File: src/rtl/pic_pkg.sv
package pic_pkg;
  localparam int ADDR_W  = 4;
  localparam int FIELD_W = 4;

  typedef enum logic [ADDR_W-1:0] {
    A_ENABLE = 4'd0,
    A_PCLR   = 4'd1,
    A_GMASK  = 4'd2,
    A_SPLIT  = 4'd3,
    A_VBASE  = 4'd4
  } pic_addr_e;

  localparam logic [ADDR_W-1:0] A_PRIO0 = 4'd8;
endpackage

File: src/rtl/pic_regs.sv
module pic_regs
  import pic_pkg::*;
#(
  parameter int NSRC    = 32,
  parameter int PRIO_W  = 3,
  parameter int DATA_W  = 32,
  parameter int SPLIT_W = 2,
  parameter int ID_W    = 5
) (
  input  logic                          clk,
  input  logic                          rst,
  input  logic [NSRC-1:0]               irq_i,
  input  logic                          cfg_we,
  input  logic [ADDR_W-1:0]             cfg_addr,
  input  logic [DATA_W-1:0]             cfg_wdata,
  input  logic                          clr_valid,
  input  logic [ID_W-1:0]               clr_id,
  output logic [NSRC-1:0]               en_o,
  output logic [NSRC-1:0]               pend_o,
  output logic [NSRC-1:0][PRIO_W-1:0]   prio_o,
  output logic                          gmask_o,
  output logic [SPLIT_W-1:0]            split_o,
  output logic [DATA_W-1:0]             vbase_o
);
  localparam int PER_WORD = DATA_W / FIELD_W;

  logic [NSRC-1:0] irq_q;
  logic [NSRC-1:0] rise;
  logic [NSRC-1:0] wr_clr;
  logic [NSRC-1:0] tk_clr;

  assign rise   = irq_i & ~irq_q;
  assign wr_clr = (cfg_we && cfg_addr == A_PCLR) ? cfg_wdata[NSRC-1:0] : '0;
  assign tk_clr = clr_valid ? (NSRC'(1) << clr_id) : '0;

  always_ff @(posedge clk) begin
    if (rst) begin
      irq_q   <= '0;
      pend_o  <= '0;
      en_o    <= '0;
      gmask_o <= 1'b0;
      split_o <= '0;
      vbase_o <= '0;
    end else begin
      irq_q  <= irq_i;
      pend_o <= (pend_o & ~(wr_clr | tk_clr)) | rise;
      if (cfg_we) begin
        case (cfg_addr)
          A_ENABLE: en_o    <= cfg_wdata[NSRC-1:0];
          A_GMASK:  gmask_o <= cfg_wdata[0];
          A_SPLIT:  split_o <= cfg_wdata[SPLIT_W-1:0];
          A_VBASE:  vbase_o <= cfg_wdata;
          default: ;
        endcase
      end
    end
  end

  for (genvar i = 0; i < NSRC; i++) begin : g_prio
    localparam int WORD = i / PER_WORD;
    localparam int FLD  = i % PER_WORD;
    always_ff @(posedge clk) begin
      if (rst) begin
        prio_o[i] <= '0;
      end else if (cfg_we && cfg_addr == ADDR_W'(int'(A_PRIO0) + WORD)) begin
        prio_o[i] <= cfg_wdata[FLD*FIELD_W +: PRIO_W];
      end
    end
  end
endmodule

File: src/rtl/pic_arbiter.sv
module pic_arbiter #(
  parameter int NSRC   = 32,
  parameter int PRIO_W = 3,
  parameter int ID_W   = 5
) (
  input  logic [NSRC-1:0]             cand,
  input  logic [NSRC-1:0][PRIO_W-1:0] prio,
  output logic                        valid,
  output logic [ID_W-1:0]             id,
  output logic [PRIO_W-1:0]           best
);
  always_comb begin
    valid = 1'b0;
    id    = '0;
    best  = '1;
    for (int i = NSRC - 1; i >= 0; i--) begin
      if (cand[i] && (!valid || prio[i] <= best)) begin
        valid = 1'b1;
        id    = ID_W'(i);
        best  = prio[i];
      end
    end
  end
endmodule

File: src/rtl/pic_stack.sv
module pic_stack #(
  parameter int DEPTH  = 8,
  parameter int PRIO_W = 3,
  parameter int CNT_W  = 4
) (
  input  logic              clk,
  input  logic              rst,
  input  logic              push,
  input  logic              pop,
  input  logic [PRIO_W-1:0] push_lvl,
  output logic [CNT_W-1:0]  depth_o,
  output logic [PRIO_W-1:0] top_o,
  output logic              full_o
);
  localparam int IDX_W = (DEPTH > 1) ? $clog2(DEPTH) : 1;

  logic [PRIO_W-1:0] mem [DEPTH];

  assign full_o = (depth_o == CNT_W'(DEPTH));
  assign top_o  = (depth_o == '0) ? '1 : mem[IDX_W'(depth_o - CNT_W'(1))];

  always_ff @(posedge clk) begin
    if (push && !full_o) mem[IDX_W'(depth_o)] <= push_lvl;
  end

  always_ff @(posedge clk) begin
    if (rst) depth_o <= '0;
    else if (push && !full_o) depth_o <= depth_o + CNT_W'(1);
    else if (pop && depth_o != '0) depth_o <= depth_o - CNT_W'(1);
  end
endmodule

File: src/rtl/prio_irq_ctrl.sv
module prio_irq_ctrl
  import pic_pkg::*;
#(
  parameter int NSRC   = 32,
  parameter int PRIO_W = 3,
  parameter int DEPTH  = 8,
  parameter int DATA_W = 32
) (
  input  logic                      clk,
  input  logic                      rst,
  input  logic [NSRC-1:0]           irq_i,
  input  logic                      cfg_we,
  input  logic [ADDR_W-1:0]         cfg_addr,
  input  logic [DATA_W-1:0]         cfg_wdata,
  input  logic                      take_i,
  input  logic                      ret_i,
  output logic                      irq_req_o,
  output logic [$clog2(NSRC)-1:0]   irq_id_o,
  output logic [DATA_W-1:0]         irq_vec_o,
  output logic                      in_ctx_o,
  output logic                      ctx_exit_o
);
  localparam int ID_W    = $clog2(NSRC);
  localparam int SPLIT_W = $clog2(PRIO_W + 1);
  localparam int CNT_W   = $clog2(DEPTH + 1);

  logic [NSRC-1:0]             en, pend;
  logic [NSRC-1:0][PRIO_W-1:0] prio;
  logic                        gmask;
  logic [SPLIT_W-1:0]          split;
  logic [DATA_W-1:0]           vbase;
  logic                        best_valid;
  logic [ID_W-1:0]             best_id;
  logic [PRIO_W-1:0]           best_prio;
  logic [PRIO_W-1:0]           lowmask;
  logic [PRIO_W-1:0]           best_grp;
  logic [CNT_W-1:0]            depth;
  logic [PRIO_W-1:0]           top_lvl;
  logic                        full;
  logic                        may_go, deliverable;
  logic                        take_acc, ret_acc;
  logic                        req_q, exit_q;
  logic [ID_W-1:0]             id_q;
  logic [PRIO_W-1:0]           lvl_q;
  logic [DATA_W-1:0]           vec_q;

  pic_regs #(
    .NSRC(NSRC), .PRIO_W(PRIO_W), .DATA_W(DATA_W), .SPLIT_W(SPLIT_W), .ID_W(ID_W)
  ) u_regs (
    .clk(clk), .rst(rst), .irq_i(irq_i),
    .cfg_we(cfg_we), .cfg_addr(cfg_addr), .cfg_wdata(cfg_wdata),
    .clr_valid(take_acc), .clr_id(id_q),
    .en_o(en), .pend_o(pend), .prio_o(prio),
    .gmask_o(gmask), .split_o(split), .vbase_o(vbase)
  );

  pic_arbiter #(
    .NSRC(NSRC), .PRIO_W(PRIO_W), .ID_W(ID_W)
  ) u_arb (
    .cand(pend & en), .prio(prio),
    .valid(best_valid), .id(best_id), .best(best_prio)
  );

  always_comb begin
    for (int b = 0; b < PRIO_W; b++) lowmask[b] = (b < int'(split));
  end

  assign best_grp    = best_prio & ~lowmask;
  assign deliverable = best_valid && !gmask;
  assign may_go      = deliverable && !full && (depth == '0 || best_grp < top_lvl);
  assign ret_acc     = ret_i && depth != '0;
  assign take_acc    = take_i && req_q && !ret_i;

  pic_stack #(
    .DEPTH(DEPTH), .PRIO_W(PRIO_W), .CNT_W(CNT_W)
  ) u_stk (
    .clk(clk), .rst(rst),
    .push(take_acc), .pop(ret_acc), .push_lvl(lvl_q & ~lowmask),
    .depth_o(depth), .top_o(top_lvl), .full_o(full)
  );

  always_ff @(posedge clk) begin
    if (rst) begin
      req_q  <= 1'b0;
      exit_q <= 1'b0;
      id_q   <= '0;
      lvl_q  <= '0;
      vec_q  <= '0;
    end else begin
      req_q  <= may_go && !take_acc;
      exit_q <= ret_acc && depth == CNT_W'(1) && !deliverable;
      id_q   <= best_id;
      lvl_q  <= best_prio;
      vec_q  <= vbase + (DATA_W'(best_id) << 2);
    end
  end

  assign irq_req_o  = req_q;
  assign irq_id_o   = id_q;
  assign irq_vec_o  = vec_q;
  assign ctx_exit_o = exit_q;
  assign in_ctx_o   = (depth != '0);
endmodule

File: config.mk
export PLATFORM = sky130hd
export DESIGN_NAME = prio_irq_ctrl
export DESIGN_NICKNAME = d
export VERILOG_FILES = /design/src/rtl/pic_pkg.sv /design/src/rtl/pic_regs.sv /design/src/rtl/pic_arbiter.sv /design/src/rtl/pic_stack.sv /design/src/rtl/prio_irq_ctrl.sv
export SDC_FILE = /design/constraint.sdc
export NUM_CORES = 1
export LEC_CHECK = 0
export BUFFER_PORTS_ARGS = -buffer_cell sky130_fd_sc_hd__clkbuf_2
export CAP_MARGIN = 15
export CORE_UTILIZATION = 25
export CTS_CLUSTER_DIAMETER = 120
export DETAILED_ROUTE_END_ITERATION = 12
export GPL_TIMING_DRIVEN = 0
export SLEW_MARGIN = 15
export SYNTH_ARGS = -nofsm -noshare
export SYNTH_HDL_FRONTEND = slang
export SYNTH_SLANG_ARGS = --single-unit
File: constraint.sdc
create_clock -name clk -period 46.3 [get_ports clk]
set_clock_uncertainty 0.1 [all_clocks]
set_input_delay 6.945 -clock clk [delete_from_list [all_inputs] [get_ports clk]]
set_output_delay 6.945 -clock clk [all_outputs]
set_load 0.05 [all_outputs]
==> results of run 1 <==
## worst max-delay path by stage
stage / endpoint / depth (start not counted) / start
2_1_floorplan: irq_vec_o[26] / 238 / u_regs.pend_o[31]
3_3_place_gp: irq_vec_o[27] / 236 / u_regs.en_o[31]
3_5_place_dp: irq_vec_o[31] / 236 / u_regs.en_o[31]
4_1_cts: irq_vec_o[31] / 244 / u_regs.en_o[31]
5_1_grt: irq_vec_o[30] / 240 / u_regs.en_o[31]
6_report: irq_vec_o[28] / 239 / u_regs.en_o[31]
## sequential cells by signal, summed over array words and instances, names as in the netlist
name,flops
irq_req_o,1
u_stk.mem,24
u_regs.pend_o,32
irq_id_o,5
u_regs.vbase_o,32
lvl_q,3
u_regs.irq_q,32
u_regs.prio_o,96
u_regs.en_o,32
ctx_exit_o,1
u_regs.split_o,2
u_stk.depth_o,4
u_regs.gmask_o,1
irq_vec_o,32
## per-layer routing
layer / up-vias / routed length, µm / track usage / part of all wire
li1: 7566 / - / - / -
met1: 7393 / 26500 / 0.240 / 0.45
met2: 535 / 25600 / 0.262 / 0.44
met3: 95 / 4450 / 0.0293 / 0.076
met4: 4 / 1760 / 0.0622 / 0.030
met5: - / 22 / 0 / 0.00038
## cell usage after synthesis (11+ instances only)
cell type	number
a211oi_1	18
a21o_1	17
a21oi_1	240
a31oi_1	23
a32o_1	20
a32oi_1	13
a41o_1	13
and2_1	13
clkbuf_1	83
dfxtp_1	273
edfxtp_1	24
ha_1	103
inv_1	100
mux2_2	12
mux2i_1	11
nand2_1	459
nand2b_1	13
nand3_1	51
nand4_1	14
nor2_1	116
nor2b_1	79
nor3_1	31
o211ai_1	11
o21a_1	17
o21ai_0	64
xor2_1	15
## per-stage QoR
stage          setup slack, ns  hold WS (ns)   util  cell area, µm²
2_1_floorplan             4.30         0.332      -           16200
3_3_place_gp             -4.97         0.342  0.280           17800
3_5_place_dp             -4.96         0.347  0.280           17800
4_1_cts                 0.0603         0.355  0.304           19300
5_1_grt                 -0.219         0.371  0.315           20000
6_report                  2.41         0.350  0.315           20000
## repair_timing
item / 4_1_cts / 5_1_grt
resized for setup: 57 / 99
setup endpoints to repair: 39 / 39
gates cloned: 0 / 1
buffers inserted: 9 / 47
hold endpoints to repair: 0 / 0
hold buffers: 0 / 0
pin swaps: 5 / 37
## kinds of logic after synthesis
family | after synthesis | share of synthesized area
AND/OR/NAND/NOR | 838 | 0.233
AO/OA/AOI/OAI | 544 | 0.220
flip-flops | 297 | 0.382
buffers and inverters | 195 | 0.0470
adder cells (fa/ha/maj) | 104 | 0.0808
multiplexers | 31 | 0.0251
XOR/XNOR | 24 | 0.0130
## final cells by class
cell class              instances  area (µm²)
clock inverters                14         146
multi-input cells            1541        9820
repair buffers                165         972
plain buffers                  93         413
inverters                     101         379
clock buffers                  51        1050
diodes                          4        10.0
flip-flops and latches        297        6190
well taps                     846        1060
fillers                      6774       43500
## power breakdown
group	switching [W]	total (W)	internal, W
registers	0.00000798	0.000276	0.000268
logic	0.0000655	0.000104	0.0000385
clock network	0.000117	0.000287	0.000170
## worst reg2reg max path, delay by kind of cell, from the launching register on
kind / cells / cell delay (ns)
compound gates: 114 / 19.86
xor+xnor: 1 / 0.15
fa+ha+maj: 32 / 8.92
buf+inv: 19 / 2.83
flops: 1 / 0.39
mux: 6 / 1.76
simple gates: 67 / 9.75
==> flow_metrics.env, run 1 <==
export IMPL_status="finished clean"
export IMPL_crit_family="compound AO/OA/AOI/OAI gates"
export IMPL_die_x_um=257
export IMPL_ys_warn_count=0
export IMPL_drive_gt1_frac=0.174
export IMPL_dr_first_iter_drc_count=1361
export IMPL_whs_path_depth=2
export IMPL_cpMostUsedCell="ha_1"
export IMPL_ir_drop_v=0.0000188
export IMPL_io_pins=113
export IMPL_final_nets=2412
export IMPL_syn2layout_area_growth_pct=23.7
export IMPL_die_area_um2=65800
export IMPL_cts_tree="yes"
export IMPL_place_gp_congestion=0.953
export IMPL_via_per_inst=5.01
export IMPL_die_h_um=257
export IMPL_leakage_nw=7.93
export IMPL_async_reset_ff_frac=0
export IMPL_cts_clk_slew_worst_paths_ns=0.06
export IMPL_slew_headroom=0.307
export IMPL_yosysSeqAreaShare=0.382
export IMPL_critPathLaunchType="flip-flop"
export IMPL_hold_path_class="flip-flop to flip-flop"
export IMPL_dr_pass1_iters=6
export IMPL_slew_viol_final=0
export IMPL_critPathBufInv=19
export IMPL_syn_avg_cell_area_um2=7.97
export IMPL_r2r_start="u_regs.en_o[31]"
export IMPL_timing_max_cap_violations=0
export IMPL_finalNonFillerCells=3112
export IMPL_layout_commonest_cell="nand2_1"
export IMPL_cpMaxStageDelayCell="or3_2"
export IMPL_yosys_area_top_type_share=0.337
export IMPL_netlist_area_um2=16200
export IMPL_ys_flop_type="dfxtp_1"
export IMPL_final_cell_mix="454 x nand2_1, 271 x dfxtp_1, 228 x a21oi_1"
export IMPL_wire_per_inst_um=18.7
export IMPL_crit_path_end_kind="flip-flop"
export IMPL_grt_usage=0.172
export IMPL_crit_required_ns=46.61
export IMPL_finalCriticalPeriod_ns=43.89
export IMPL_grt_pass1_wl_um=86700
export IMPL_worst_skew_pair_late_latency_ns=0.56
export IMPL_grt_max_degree=13
export IMPL_worstMarginPinSlew_ns=1.03
export IMPL_core_um2=63500
export IMPL_ys_top_cells_by_area="dfxtp_1 34%, nand2_1 11%, ha_1 8.0%, a21oi_1 7.4%, edfxtp_1 4.4%"
export IMPL_cts_root_buffer="clkbuf_16"
export IMPL_synth_edf_count=24
export IMPL_netlist_instances=2033
export IMPL_clkSinkCount=297
export IMPL_grt_overflow_total=0
export IMPL_critPathMaxStageDelay_ns=0.48
export IMPL_worst_ep_arrival_time_ns=44.20
export IMPL_r2r_end="irq_vec_o[28]"
export IMPL_setup_viol_count_final=0
export IMPL_power_w=0.000667
export IMPL_io_buffer_count=108
export IMPL_antenna_found_initial=10
export IMPL_powerDensity_nw_per_um2=33.3
export IMPL_initial_core_util=0.255
export IMPL_cts_path_max_buffers=3
export IMPL_cts_made_buffers=36
export IMPL_finalSetupTns_ns=0
export IMPL_synth_distinct_cells=95
export IMPL_post_route_drc_count=0
export IMPL_regToRegSetupSlack_ns=2.41
export IMPL_synth_seq_cells=297
export IMPL_place_hpwl_um=43600
export IMPL_syn_nets=2210
export IMPL_max_freq_mhz=22.8
export IMPL_grt_pass1_vias=14001
export IMPL_worstHoldEndpoint="u_regs.vbase_o[1]"
export IMPL_placedCellCount=2987
export IMPL_synth_top_cell_by_area="dfxtp_1"
export IMPL_hold_viol=0
export IMPL_worstRegToRegCells=239
export IMPL_routed_wl_um=58300
export IMPL_rows=92
export IMPL_min_delay_start="u_regs.vbase_o[1]"
export IMPL_cts_htree_levels=2
export IMPL_ant_nets=0
export IMPL_crit_type="flip-flop to flip-flop"
export IMPL_period_share=0.948
export IMPL_critPathMaxFanout=10
export IMPL_vias=15593
No activity file was read; power rests on OpenSTA's default activity.
==> inputs of run 2 (changes only) <==
Clock period 46.3 ns to 52.3 ns, I/O delays scaled along.
==> run 2 against run 1 <==
  * Via count fell by 1.7%
  * Cell count shrank 1.8%
  * Flip-flop and latch count stayed put
  * Clock-buffer cell count is the same
  * First-iteration DRC count shrank 2.6%
  * Clock power fell by 11%
  * Largest cell class unchanged
==> flow_metrics.env, run 2 (same netlist as run 1, synthesis figures left out) <==
export IMPL_status="finished clean"
export IMPL_pre_cts_slack_ns=1.04
export IMPL_dr_pass1_iters=5
export IMPL_worst_skew_pair_late_latency_ns=0.56
export IMPL_final_nets=2356
export IMPL_grt_overflow_total=0
export IMPL_rows=92
export IMPL_worstMarginPinSlew_ns=1.09
export IMPL_vias=15327
export IMPL_cts_root_buffer="clkbuf_16"
export IMPL_dr_first_iter_drc_count=1325
export IMPL_via_per_inst=5.02
export IMPL_cts_tree="yes"
export IMPL_powerDensity_nw_per_um2=30.7
export IMPL_place_gp_congestion=0.953
export IMPL_critPathBufInv=22
export IMPL_largest_reg_flops=96
export IMPL_critPathMaxStageDelay_ns=0.50
export IMPL_grt_pass1_vias=13890
export IMPL_cts_path_max_buffers=3
export IMPL_use_met1=0.237
export IMPL_routed_wl_um=57300
export IMPL_syn2layout_area_growth_pct=18.1
export IMPL_grt_usage=0.170
export IMPL_final_cell_mix="459 x nand2_1, 273 x dfxtp_1, 236 x a21oi_1"
export IMPL_grt_pass1_wl_um=86000
export IMPL_max_freq_mhz=20.5
export IMPL_critPathMaxFanout=10
export IMPL_cts_clk_slew_worst_paths_ns=0.06
export IMPL_cts_made_buffers=36
export IMPL_fin_ws_ns=3.54
export IMPL_cpMostUsedCell="ha_1"
export IMPL_die_x_um=257
export IMPL_cts_hold_buf=0
export IMPL_cpMaxStageDelayCell="a21oi_1"
export IMPL_setup_viol_count_final=0
export IMPL_crit_type="flip-flop to flip-flop"
export IMPL_hold_viol=0
export IMPL_place_hpwl_um=43600
export IMPL_leakage_nw=7.57
export IMPL_period_share=0.932
export IMPL_crit_path_end_kind="flip-flop"
export IMPL_hold_path_class="flip-flop to flip-flop"
export IMPL_die_area_um2=65800
export IMPL_clkSinkCount=297
export IMPL_initial_core_util=0.255
export IMPL_critPathLaunchType="flip-flop"
export IMPL_postCtsSetupRepairBufs=0
export IMPL_ir_drop_v=0.0000165
export IMPL_grt_max_degree=13
export IMPL_top_usage_layer="met2"
export IMPL_grt_use_met3=0.0342
export IMPL_nFillCells=6868
export IMPL_crit_family="compound AO/OA/AOI/OAI gates"
export IMPL_finalSetupTns_ns=0
export IMPL_core_um2=63500
export IMPL_slew_headroom=0.274
export IMPL_timing_max_cap_violations=0
export IMPL_slew_viol_final=0
export IMPL_final_util=0.301
export IMPL_top_register="u_regs.prio_o"
export IMPL_drive_gt1_frac=0.122
export IMPL_antenna_found_initial=11
export IMPL_crit_required_ns=52.61
export IMPL_cts_htree_levels=2
export IMPL_worst_ep_arrival_time_ns=49.07
export IMPL_wire_per_inst_um=18.8
export IMPL_layout_commonest_cell="nand2_1"
export IMPL_post_route_drc_count=0
export IMPL_finalCriticalPeriod_ns=48.76
export IMPL_die_h_um=257
export IMPL_power_w=0.000587
export IMPL_grt_use_met2=0.257
export IMPL_io_pins=113
export IMPL_io_buffer_count=108
export IMPL_ant_nets=0
## run 2: cell types whose count changed in the layout (fill, tap and decap cells not counted), sizes merged
| cell | change |
|---|---|
| clkbuf | +3 |
| buf | -58 |
| clkdlybuf4s15 | -1 |
## run 2: cell type report
| type | count | area (µm²) | area share |
|---|---|---|---|
| buffer | 94 | 389 | 0.0203 |
| clock buffer | 51 | 1050 | 0.0548 |
| timing repair buffer | 108 | 541 | 0.0282 |
| tap | 846 | 1060 | 0.0553 |
| inverter | 101 | 379 | 0.0198 |
| multi-input combinational | 1541 | 9380 | 0.490 |
| clock inverter | 14 | 146 | 0.00765 |
| antenna | 4 | 10.0 | 0.000523 |
| sequential | 297 | 6190 | 0.323 |
## run 2: per-layer routing
layer  routed length [µm]  vias up
met3                 4910       95
met5                   32        -
met2                24900      557
met4                 1860        6
met1                25600     7214
li1                     -     7455
## run 2: timing repair
action,in CTS,in global routing
resized for setup,0,37
setup endpoints to repair,0,39
endpoints found under the hold margin,0,0
## run 2: worst reg2reg max path, delay by kind of cell, from the launching register on
family / cells / cell delay, ns
XOR/XNOR: 1 / 0.15
AND/OR/NAND/NOR: 61 / 10.88
flip-flops: 1 / 0.47
buffers and inverters: 22 / 3.82
adder cells (fa/ha/maj): 32 / 8.65
AO/OA/AOI/OAI: 115 / 22.57
multiplexers: 6 / 1.97
## run 2: final timing paths
kind                startpoint           endpoint  slack [ns]  cells after the start
min reg2reg  u_regs.vbase_o[1]  u_regs.vbase_o[1]        0.35                      2
min          u_regs.vbase_o[1]  u_regs.vbase_o[1]        0.35                      2
max reg2reg    u_regs.en_o[31]      irq_vec_o[31]        3.54                    237
max            u_regs.en_o[31]      irq_vec_o[31]        3.54                    237
## run 2: report_power, final
| part | switching [W] | internal (W) | leakage (nW) |
|---|---|---|---|
| clock network | 0.000103 | 0.000151 | 0.581 |
| logic | 0.0000565 | 0.0000322 | 4.55 |
| registers | 0.00000703 | 0.000237 | 2.44 |
| total | 0.000167 | 0.000420 | 7.57 |
## run 2: through the flow
step	cell area, µm²	cells	hold slack [ns]
after floorplan	16200	2033	0.332
after global routing	19100	3054	0.371
after global placement	17800	2987	0.342
after CTS	19000	3052	0.355
final	19100	3056	0.350
after detailed placement	17800	2987	0.347
